File: src/rtl/burst_col_gen.sv
module burst_col_gen #(
  parameter int COL_W = 8
) (
  input  logic             clk,
  input  logic             rst_n,
  input  logic             start,
  input  logic [COL_W-1:0] start_col,
  input  logic [2:0]       mode_len,
  input  logic             mode_ilv,
  input  logic             stop,
  output logic [COL_W-1:0] col_out,
  output logic             col_valid,
  output logic             col_last
);
  localparam logic [COL_W-1:0] ALL_ONES = {COL_W{1'b1}};

  logic             active_q, full_q, ilv_q;
  logic [COL_W-1:0] base_q, beat_q, mask_q, mask_d;

  always_comb begin
    case (mode_len)
      3'd1:    mask_d = COL_W'(1);
      3'd2:    mask_d = COL_W'(3);
      3'd3:    mask_d = COL_W'(7);
      3'd7:    mask_d = ALL_ONES;
      default: mask_d = '0;
    endcase
  end

  wire [COL_W-1:0] seq_col = (base_q & ~mask_q) | ((base_q + beat_q) & mask_q);
  wire [COL_W-1:0] ilv_col = base_q ^ (beat_q & mask_q);

  assign col_out   = ilv_q ? ilv_col : seq_col;
  assign col_valid = active_q;
  assign col_last  = active_q && !full_q && (beat_q == mask_q);

  wire burst_end = full_q ? stop : col_last;

  always_ff @(posedge clk) begin
    if (!rst_n) begin
      active_q <= 1'b0;
      full_q   <= 1'b0;
      ilv_q    <= 1'b0;
      base_q   <= '0;
      beat_q   <= '0;
      mask_q   <= '0;
    end else if (start) begin
      active_q <= 1'b1;
      full_q   <= (mode_len == 3'd7);
      ilv_q    <= mode_ilv && (mode_len != 3'd7);
      base_q   <= start_col;
      beat_q   <= '0;
      mask_q   <= mask_d;
    end else if (active_q) begin
      if (burst_end) active_q <= 1'b0;
      else           beat_q   <= beat_q + 1'b1;
    end
  end

  AST_START_LOADS: assert property (@(posedge clk) disable iff (!rst_n)
    start |=> col_valid && col_out == $past(start_col));
  AST_LAST_ENDS: assert property (@(posedge clk) disable iff (!rst_n)
    col_last && !start |=> !col_valid);
  AST_FINITE_RUNS: assert property (@(posedge clk) disable iff (!rst_n)
    col_valid && !full_q && !col_last && !start |=> col_valid);
  AST_IN_BLOCK: assert property (@(posedge clk) disable iff (!rst_n)
    col_valid && $past(col_valid) && !$past(start) && !full_q
      |-> (col_out & ~mask_q) == ($past(col_out) & ~mask_q));
  AST_PAGE_STEP: assert property (@(posedge clk) disable iff (!rst_n)
    col_valid && full_q && $past(col_valid) && !$past(start)
      |-> col_out == $past(col_out) + 1'b1);
  AST_PAGE_NO_LAST: assert property (@(posedge clk) disable iff (!rst_n)
    full_q |-> !col_last);
endmodule

File: config.mk
export PLATFORM = sky130hd
export DESIGN_NAME = burst_col_gen
export DESIGN_NICKNAME = d
export VERILOG_FILES = /design/src/rtl/burst_col_gen.sv
export SDC_FILE = /design/constraint.sdc
export NUM_CORES = 1
export LEC_CHECK = 0
export ABC_CLOCK_PERIOD_IN_PS = 1900
export BUFFER_PORTS_ARGS = -buffer_cell sky130_fd_sc_hd__buf_2
export CORE_AREA = 2 2 72 74
export CTS_CLUSTER_DIAMETER = 40
export CTS_CLUSTER_SIZE = 16
export DETAILED_ROUTE_END_ITERATION = 8
export DIE_AREA = 0 0 74 76
export PLACE_DENSITY_LB_ADDON = 0.1
export REMOVE_ABC_BUFFERS = 1
export SLEW_MARGIN = 20
export SYNTH_ARGS = -nofsm -noshare
export SYNTH_HDL_FRONTEND = slang
export SYNTH_SLANG_ARGS = --single-unit
File: constraint.sdc
create_clock -name clk -period 1.9 [get_ports clk]
set_clock_uncertainty 0.05 [all_clocks]
set_input_delay 0.19 -clock clk [delete_from_list [all_inputs] [get_ports clk]]
set_output_delay 0.19 -clock clk [all_outputs]
set_load 0.1 [all_outputs]
==> results.toml, run 1 <==
[floorplanning]
ios = 26
die_h_um = 76
rows = 26
coreArea_um2 = 4912
die_w_um = 74
die_area_um2 = 5624
start_util_pct = 33.04

[cts]
cts.path.max_buffers = 2
cts_hold_buf = 0
clkTransAtPathRegs_ps = 90
cts_made_buffers = 3
cts_tree = "built"
root_buffer = "clkbuf_8"
htreeDepth = 1
cts_sinks = 22
clkLatencyLatePin_ps = 260

[sta]
setup_ws_ps = -498.7
maxSlewHeadroom_pct = 68.03
worst_pin_slew_ps = 482.8
finalSetupTns_ps = -3194
finalHoldViolations = 0
finalSetupViolCount = 16
hold_slack_ps = 131.0
fmax_ghz = 0.4169
period_share_pct = 126.2
slew_violations = 0
grt_setup_unrepaired = "yes"
finalCriticalPeriod_ps = 2399

[drt]
via_count = 1569
first_iter_violations = 47
drt_pass1_iterations = 4
post_drt_wl_per_cell_um = 12.98
viasPerCell = 4.828
drt-total-wl_mm = 4.220
drc = 0
ant_nets = 0

[logic_synthesis]
syn_avg_cell_area_um2 = 8.408
synth.area.top_cells = "dfxtp_1 (27%), ha_1 (12%), mux2i_1 (5.6%)"
synth_commonest_cells = "dfxtp_1 (22), a21oi_1 (16), ha_1 (16)"
ys_warn_count = 0
ys_seq_area_share_pct = 27.14
ys_types = 43
synth_edf_count = 0
ys.flop_type = "dfxtp_1"
synth_most_common_cell = "dfxtp_1"
syn_area_um2 = 1623
synth_area_leader_cell = "dfxtp_1"
synth_seq_cells = 22
async_flop_share_pct = 0
synth_cells = 193
yosysTopAreaCellShare_pct = 27.14

[worst_setup_path]
end_kind = "primary output"
critPathKind = "reg -> out"
arrival_ps = 2160
path_cells = "ha_1 -> a21o_1 -> a31o_1 -> a21oi_2 -> nor3_2 -> or4b_4 -> buf_12"
max_stage_delay_ps = 530
required_ps = 1660
cp_max_fo = 3
reg2reg_slack_ps = -170
critical_path.top_delay_family = "compound AO/OA/AOI/OAI gates"
start_kind = "register"
cp_num_buf_inv = 1
crit_slowest_cell = "or4b_4"

[pwr]
p_seq_share_pct = 37.0
vdd_ir_drop_max_mv = 0.4480
intPower_uw = 874.2
p_leak_uw = 0.001042
power.total_uw = 1358
clkPwrFrac_pct = 25.6
switchingPower_uw = 484.2
pwr_density_cell_nw_per_um2 = 531.2
swShare_pct = 35.64
combPwrFrac_pct = 37.5

[global_routing]
antenna_found_initial = 0
grt_pass1_vias = 1552
grt_pass1_wl_mm = 7.286
grt_max_degree = 21
grt_overflow = 0
grt.total_usage_pct = 16.29

[placed_design]
port_buffers = 25
dp_cells = 316
routabilityCongestion = 0.7514
dp_hpwl_mm = 3.106

[final_layout]
instances_no_fill = 325
area_growth_pct = 57.59
drive_gt1_share_pct = 48.24
diodes = 0
fin_nets = 289

[outcome]
status = "complete, but fails checks"
violations = "negative setup slack"

[hold_path]
min_path_type = "in -> reg"

[job]
max_cap_viol_count = 0
## kinds of logic after synthesis
logic type      Yosys count  share of synthesized area, %
flops                    22                         27.14
mux                       9                         5.551
compound gates           48                         19.12
simple gates             72                         26.29
buf+inv                  17                         4.009
fa+ha+maj                17                         13.57
xor+xnor                  8                         4.318
## area by class of cell
class | instances | area [um2]
Tap cell | 70 | 87.58
Fill cell | 479 | 2355
Multi-Input combinational cell | 154 | 1325
Timing Repair Buffer | 65 | 590.6
Inverter | 10 | 37.54
Clock buffer | 4 | 55.05
Sequential cell | 22 | 461.7
## final timing paths
check | cells past startpoint | start | endpoint
max | 7 | base_q[3] | col_out[7]
max reg2reg | 10 | beat_q[2] | beat_q[7]
min | 3 | start_col[7] | base_q[7]
min reg2reg | 2 | mask_q[1] | mask_q[1]
## power groups by stage
stage          registers (uW)  logic [uW]  clock network (uW)
4_1_cts                   503         500                 371
2_1_floorplan             523         261                   0
6_report                  502         509                 347
3_5_place_dp              509         456                   0
5_1_grt                   505         542                 387
3_3_place_gp              508         456                   0
## layout by cell type, fill, tap and decap left out, types with 8 or more instances in the layout
master,synthesis,routed
a21oi_2,1,10
buf_12,0,9
buf_2,1,16
buf_4,0,32
buf_6,0,8
dfxtp_1,22,9
dfxtp_2,0,11
ha_1,16,8
ha_4,0,8
inv_1,10,9
mux2i_1,9,9
nor2_1,11,8
nor2b_1,13,12
o21ai_0,12,11
## timing repair
item | 4_1_cts | 5_1_grt
gates resized for setup | 49 | 18
buffers inserted | 4 | 2
endpoints found under the setup margin | 17 | 18
pin swaps | 26 | 11
endpoints found under the hold margin | 0 | 0
## through the flow
| step | area (um2) | util [%] | worst slack [ps] |
|---|---|---|---|
| after global routing | 2557 | 52.06 | -598.2 |
| after floorplan | 1595 | - | -1872 |
| after detailed placement | 2191 | 44.60 | -382.8 |
| after CTS | 2484 | 50.56 | -511.7 |
| final | 2557 | 52.06 | -498.7 |
| after global placement | 2191 | 44.60 | -352.6 |
## flip-flops by register name, summed over array words and instances, names as in the netlist
signal and count:
beat_q 8, ilv_q 1, col_valid 1, full_q 1, mask_q 3, base_q 8
## routing by layer
metal  share of wire, %  global-route usage [%]  up-vias
li1                   -                       -      820
met1                 46                   21.63      722
met2                 50                   26.96       21
met3                2.3                   2.513        6
met4                1.7                   4.545        0
met5                  0                       0        -
## worst reg2reg max path: cells and delay by family, from the launching register on
family	cells	cell delay (ps)
flops	1	370
simple gates	3	590
compound gates	2	280
buf+inv	4	470
fa+ha+maj	1	260
Power figures use the tool's default switching activity.
==> run 2: changes to the inputs <==
--- a/config.mk
+++ b/config.mk
@@ -5,6 +5,7 @@
 export SDC_FILE = /design/constraint.sdc
 export NUM_CORES = 1
 export LEC_CHECK = 0
+export ABC_AREA = 1
 export ABC_CLOCK_PERIOD_IN_PS = 1900
 export BUFFER_PORTS_ARGS = -buffer_cell sky130_fd_sc_hd__buf_2
 export CORE_AREA = 2 2 72 74
==> run 2 against run 1 <==
Against the previous run:
- flip-flop and latch count is the same
- via count grew 11%
- global-route usage grew 1.4 points
- the run still ends with negative setup slack left
- non-clock buffer count shrank 7
- largest cell class unchanged
- sequential power grew 0.8%
- highest routed layer unchanged
==> results.toml, run 2 <==
[cts]
cts_sinks = 22
cts_made_buffers = 3
cts_tree = "built"
htreeDepth = 1
clkTransAtPathRegs_ps = 80
clkLatencyLatePin_ps = 270
cts.path.max_buffers = 2
root_buffer = "clkbuf_8"

[sta]
fmax_ghz = 0.4759
maxSlewHeadroom_pct = 66.92
finalHoldViolations = 0
grt_setup_unrepaired = "yes"
finalCriticalPeriod_ps = 2101
worst_pin_slew_ps = 495.7
hold_slack_ps = 99.14
finalSetupViolCount = 16
period_share_pct = 110.6
slew_violations = 0
setup_ws_ps = -201.4

[logic_synthesis]
ys_seq_area_share_pct = 26.75
synth_xor_area_share_pct = 6.383
synth_compound_gate_area_share_pct = 18.39
synthAdderAreaFrac_pct = 13.37
synth.area.top_cells = "dfxtp_1 (27%), nand2_1 (13%), ha_1 (12%)"
synth_top_family_by_area = "simple AND/OR/NAND/NOR gates"
synth_mux_area_share_pct = 0
synth_seq_cells = 22
ys_warn_count = 0
synth_cells = 246
async_flop_share_pct = 0
synth_area_leader_cell = "dfxtp_1"
ys_types = 26
synth_edf_count = 0
yosysTopAreaCellShare_pct = 26.75
syn_area_um2 = 1647
synth_most_common_cell = "nand2_1"
synth_commonest_cells = "nand2_1 (56), inv_1 (35), nor2_1 (26)"
synth-simple-area-share_pct = 25.23
syn_avg_cell_area_um2 = 6.693
ys.flop_type = "dfxtp_1"

[worst_setup_path]
critPathKind = "reg -> out"
required_ps = 1660
crit_slowest_cell = "fa_2"
path_cells = "ha_4 -> inv_2 -> fa_2 -> xor2_1 -> nand2_1 -> o211ai_1 -> o21ai_1 -> clkbuf_16"
cp_num_buf_inv = 2
crit_path_start = "beat_q[0]"
cp_max_fo = 3
critical_path.top_delay_family = "adder cells"
end_kind = "primary output"
start_kind = "register"
arrival_ps = 1860
max_stage_delay_ps = 380
reg2reg_from = "beat_q[2]"

[pwr]
pwr_density_cell_nw_per_um2 = 569.6
p_leak_uw = 0.001160
power.total_uw = 1440
vdd_ir_drop_max_mv = 0.3423

[floorplanning]
die_h_um = 76
ios = 26
coreArea_um2 = 4912
start_util_pct = 33.52
die_w_um = 74
die_area_um2 = 5624
rows = 26

[global_routing]
grt_pass1_vias = 1742
grt.total_usage_pct = 17.72
grt_overflow = 0
antenna_found_initial = 0
grt_max_degree = 15
grt_pass1_wl_mm = 7.845

[final_layout]
layout_commonest_cell = "nand2_1"
area_growth_pct = 53.50
diodes = 0
drive_gt1_share_pct = 39.60
instances_no_fill = 373
final_core_util_pct = 51.45
fin_nets = 337
n_fill_cell = 484
final_cell_mix = "nand2_1 (41), inv_1 (33), buf_4 (29), a21oi_1 (21)"
reg_top3 = "base_q (8), beat_q (8), mask_q (3)"

[placed_design]
place_ws_ps = -105.3
dp_hpwl_mm = 3.379
dp_cells = 356
port_buffers = 25
routabilityCongestion = 0.8301

[drt]
first_iter_violations = 56
via_count = 1742
drc = 0
post_drt_wl_per_cell_um = 12.38
drt-total-wl_mm = 4.619
drt_pass1_iterations = 4
viasPerCell = 4.670
ant_nets = 0

[outcome]
violations = "negative setup slack"
status = "complete, but fails checks"

[hold_path]
hp-start = "start_col[4]"
min_path_type = "in -> reg"

[job]
max_cap_viol_count = 0
## run 2: area by class of cell
type                            count  area [um2]  area share [%]
Clock buffer                        4       55.05           2.178
Inverter                           36       143.9           5.693
Multi-Input combinational cell    183        1244           49.21
Sequential cell                    22       469.2           18.56
Tap cell                           70       87.58           3.465
Timing Repair Buffer               58       528.0           20.89
## run 2: path summary, 6_finish.rpt
path	cells past startpoint	slack, ps	end
setup / recovery	8	-200	col_out[2]
hold / removal	3	100	base_q[4]
setup reg to reg	9	-80	beat_q[2]
hold reg to reg	2	480	mask_q[1]
## run 2: layer usage
metal  part of all wire [%]  GRT usage (%)
met4                    1.5          4.727
met5                      0              0
met2                     52          31.43
met3                    2.1          2.381
met1                     44          21.92
## run 2: kinds of logic after synthesis
logic type,Yosys count
AND/OR/NAND/NOR,100
AO/OA/AOI/OAI,54
buffers and inverters,41
flip-flops,22
adder cells (fa/ha/maj),17
XOR/XNOR,12
## run 2: worst register-to-register path: stages, from the launching register on
cell	delay [ps]
dfxtp_2	340
buf_4	160
ha_1	300
nor2_2	130
nand3_2	100
buf_4	150
o21bai_4	280
clkinv_4	190
nand2_2	100
a21oi_2	50
## run 2: stage by stage
stage                     area [um2]  TNS, ps
after global routing            2527    -2538
final                           2527    -1267
after global placement          2117   -142.3
after floorplan                 1619    -6080
after CTS                       2434   -995.6
after detailed placement        2117   -173.8
## run 2: what timing repair did
| item | 4_1_cts | 5_1_grt |
|---|---|---|
| gates resized for setup | 47 | 26 |
| endpoints found under the hold margin | 0 | 0 |
| endpoints found under the setup margin | 8 | 18 |
| pin swaps | 17 | 10 |
| setup buffers | 10 | 3 |
| hold buffers | 0 | 0 |
## run 2: power breakdown
part	internal, uW	switching [uW]	total [uW]
clock network	185	160	345
logic	230	358	588
registers	484	22.9	506
==> run 3: changes to the inputs <==
--- a/config.mk
+++ b/config.mk
@@ -8,11 +8,11 @@
 export ABC_AREA = 1
 export ABC_CLOCK_PERIOD_IN_PS = 1900
 export BUFFER_PORTS_ARGS = -buffer_cell sky130_fd_sc_hd__buf_2
-export CORE_AREA = 2 2 72 74
+export CORE_AREA = 2 2 60 62
 export CTS_CLUSTER_DIAMETER = 40
 export CTS_CLUSTER_SIZE = 16
 export DETAILED_ROUTE_END_ITERATION = 8
-export DIE_AREA = 0 0 74 76
+export DIE_AREA = 0 0 62 64
 export PLACE_DENSITY_LB_ADDON = 0.1
 export REMOVE_ABC_BUFFERS = 1
 export SLEW_MARGIN = 20
==> run 3 against run 2 <==
Against the previous run:
- die area down 29%
- critical path depth is 2 higher
- clock power rose by 9.6%
- count of clock-buffer cells in the layout down 1
- worst hold slack worse by 68 ps
- power increased by 2.9%
- highest routed layer unchanged
- critical endpoint is now col_out[4]
- cell area decreased by 2.6%
- the run still ends with negative setup slack left
- largest power group unchanged
- sequential power grew 2%
- global-route usage is 7.6 points higher
==> results.toml, run 3 (synthesis results as in run 2) <==
[outcome]
status = "complete, but fails checks"
violations = "negative setup slack"

[worst_setup_path]
start_kind = "register"
arrival_ps = 1990
critPathKind = "reg -> out"
r2r_cells = 9
reg2reg_slack_ps = 10
endpoint = "col_out[4]"
reg2reg_from = "beat_q[2]"
worst_r2r_endpoint = "beat_q[6]"
cp_max_fo = 3
crit_path_start = "beat_q[0]"
end_kind = "primary output"
required_ps = 1660

[floorplanning]
die_w_um = 62
die_area_um2 = 3968
die_h_um = 64
start_util_pct = 50.13
ios = 26
coreArea_um2 = 3284
rows = 21

[final_layout]
instances_no_fill = 339
diodes = 0
drive_gt1_share_pct = 39.25
fin_nets = 327
area_growth_pct = 49.54
layout_commonest_cell = "nand2_1"
n_fill_cell = 241
reg_top3 = "base_q (8), beat_q (8), mask_q (3)"
final_core_util_pct = 74.97
final_cell_mix = "nand2_1 (44), inv_1 (33), a21oi_1 (21), o21ai_0 (19), buf_4 (18)"

[drt]
drt_pass1_iterations = 4
drt-total-wl_mm = 4.790
ant_nets = 0
post_drt_wl_per_cell_um = 14.13
viasPerCell = 5.186
drc = 0
via_count = 1758
first_iter_violations = 108

[cts]
cts_hold_buf = 0
cts_sinks = 22
cts.path.max_buffers = 2
cts_made_buffers = 3
clkTransAtPathRegs_ps = 140
htreeDepth = 1
cts_tree = "built"
clkLatencyLatePin_ps = 320
root_buffer = "clkbuf_4"

[global_routing]
grt_pass1_wl_mm = 7.541
grt_overflow = 0
grt_max_degree = 15
grt_pass1_vias = 1641
antenna_found_initial = 0
grt.total_usage_pct = 25.37

[placed_design]
dp_hpwl_mm = 3.066
port_buffers = 25
routabilityCongestion = 0.8985
dp_cells = 326

[sta]
grt_setup_unrepaired = "yes"
maxSlewHeadroom_pct = 68.07
period_share_pct = 117.2
finalSetupViolCount = 8
worst_pin_slew_ps = 482.2
finalHoldViolations = 0
setup_ws_ps = -327.7
fmax_ghz = 0.4489
slew_violations = 0
finalCriticalPeriod_ps = 2228

[pwr]
pwr_density_cell_nw_per_um2 = 601.3
vdd_ir_drop_max_mv = 0.4246
p_leak_uw = 0.001123

[hold_path]
min_path_type = "in -> reg"

[job]
max_cap_viol_count = 0
==> run 3: per-stage QoR <==
step | total power [uW] | hold WS (ps) | cell area, um2 | setup slack, ps | TNS (ps)
after detailed placement | 1015 | 371.9 | 2042 | -55.26 | -56.25
after global placement | 1012 | 364.0 | 2042 | -30.00 | -30.00
after global routing | 1539 | 24.63 | 2462 | -447.5 | -2563
after floorplan | 832.3 | 229.4 | 1619 | -1127 | -6080
final | 1481 | 30.70 | 2462 | -327.7 | -1370
after CTS | 1452 | 23.44 | 2340 | -315.4 | -1314
==> run 3: how the worst min path moves through the flow <==
stage	start	end	slack [ps]	cells after the start
after floorplan	start	mask_q[2]	230	1
after global placement	start_col[4]	base_q[4]	360	3
after detailed placement	start_col[4]	base_q[4]	370	3
after CTS	start_col[0]	base_q[0]	20	3
after global routing	start_col[2]	base_q[2]	20	3
final	start_col[4]	base_q[4]	30	3
==> run 3: layer usage <==
metal	GRT usage [%]	part of all wire (%)
met5	0	0
met4	6.649	0.75
met3	4.858	3.8
met2	39.71	50
met1	34.99	46
==> run 3: power by group <==
part / internal (uW) / leakage [uW] / switching, uW
clock network: 213 / 0.0000279 / 165
logic: 225 / 0.000907 / 363
registers: 486 / 0.000188 / 28.8
total: 924 / 0.00112 / 556
==> run 3: what timing repair did <==
item / CTS / global route
pin swaps: 14 / 11
gates cloned: 0 / 1
setup endpoints to repair: 9 / 17
hold endpoints to repair: 0 / 0
setup buffers: 5 / 3
gates resized for setup: 46 / 31
==> run 3: critical path, cell delays in order, from the launching register on <==
cell and delay [ps]:
dfxtp_2 380, ha_4 140, inv_2 30, fa_2 390, nor2_2 120, nor2_1 50
nand2_1 50, nand2_1 70, nor2_2 140, o22ai_2 110, buf_12 190
==> run 3: final cells by class <==
type	count	area [um2]	area share (%)
flip-flops and latches	22	465.4	18.90
repair buffers	47	450.4	18.29
well taps	46	57.56	2.337
multi-input cells	184	1295	52.59
clock buffers	3	22.52	0.9146
clock inverters	1	30.03	1.220
inverters	36	141.4	5.742
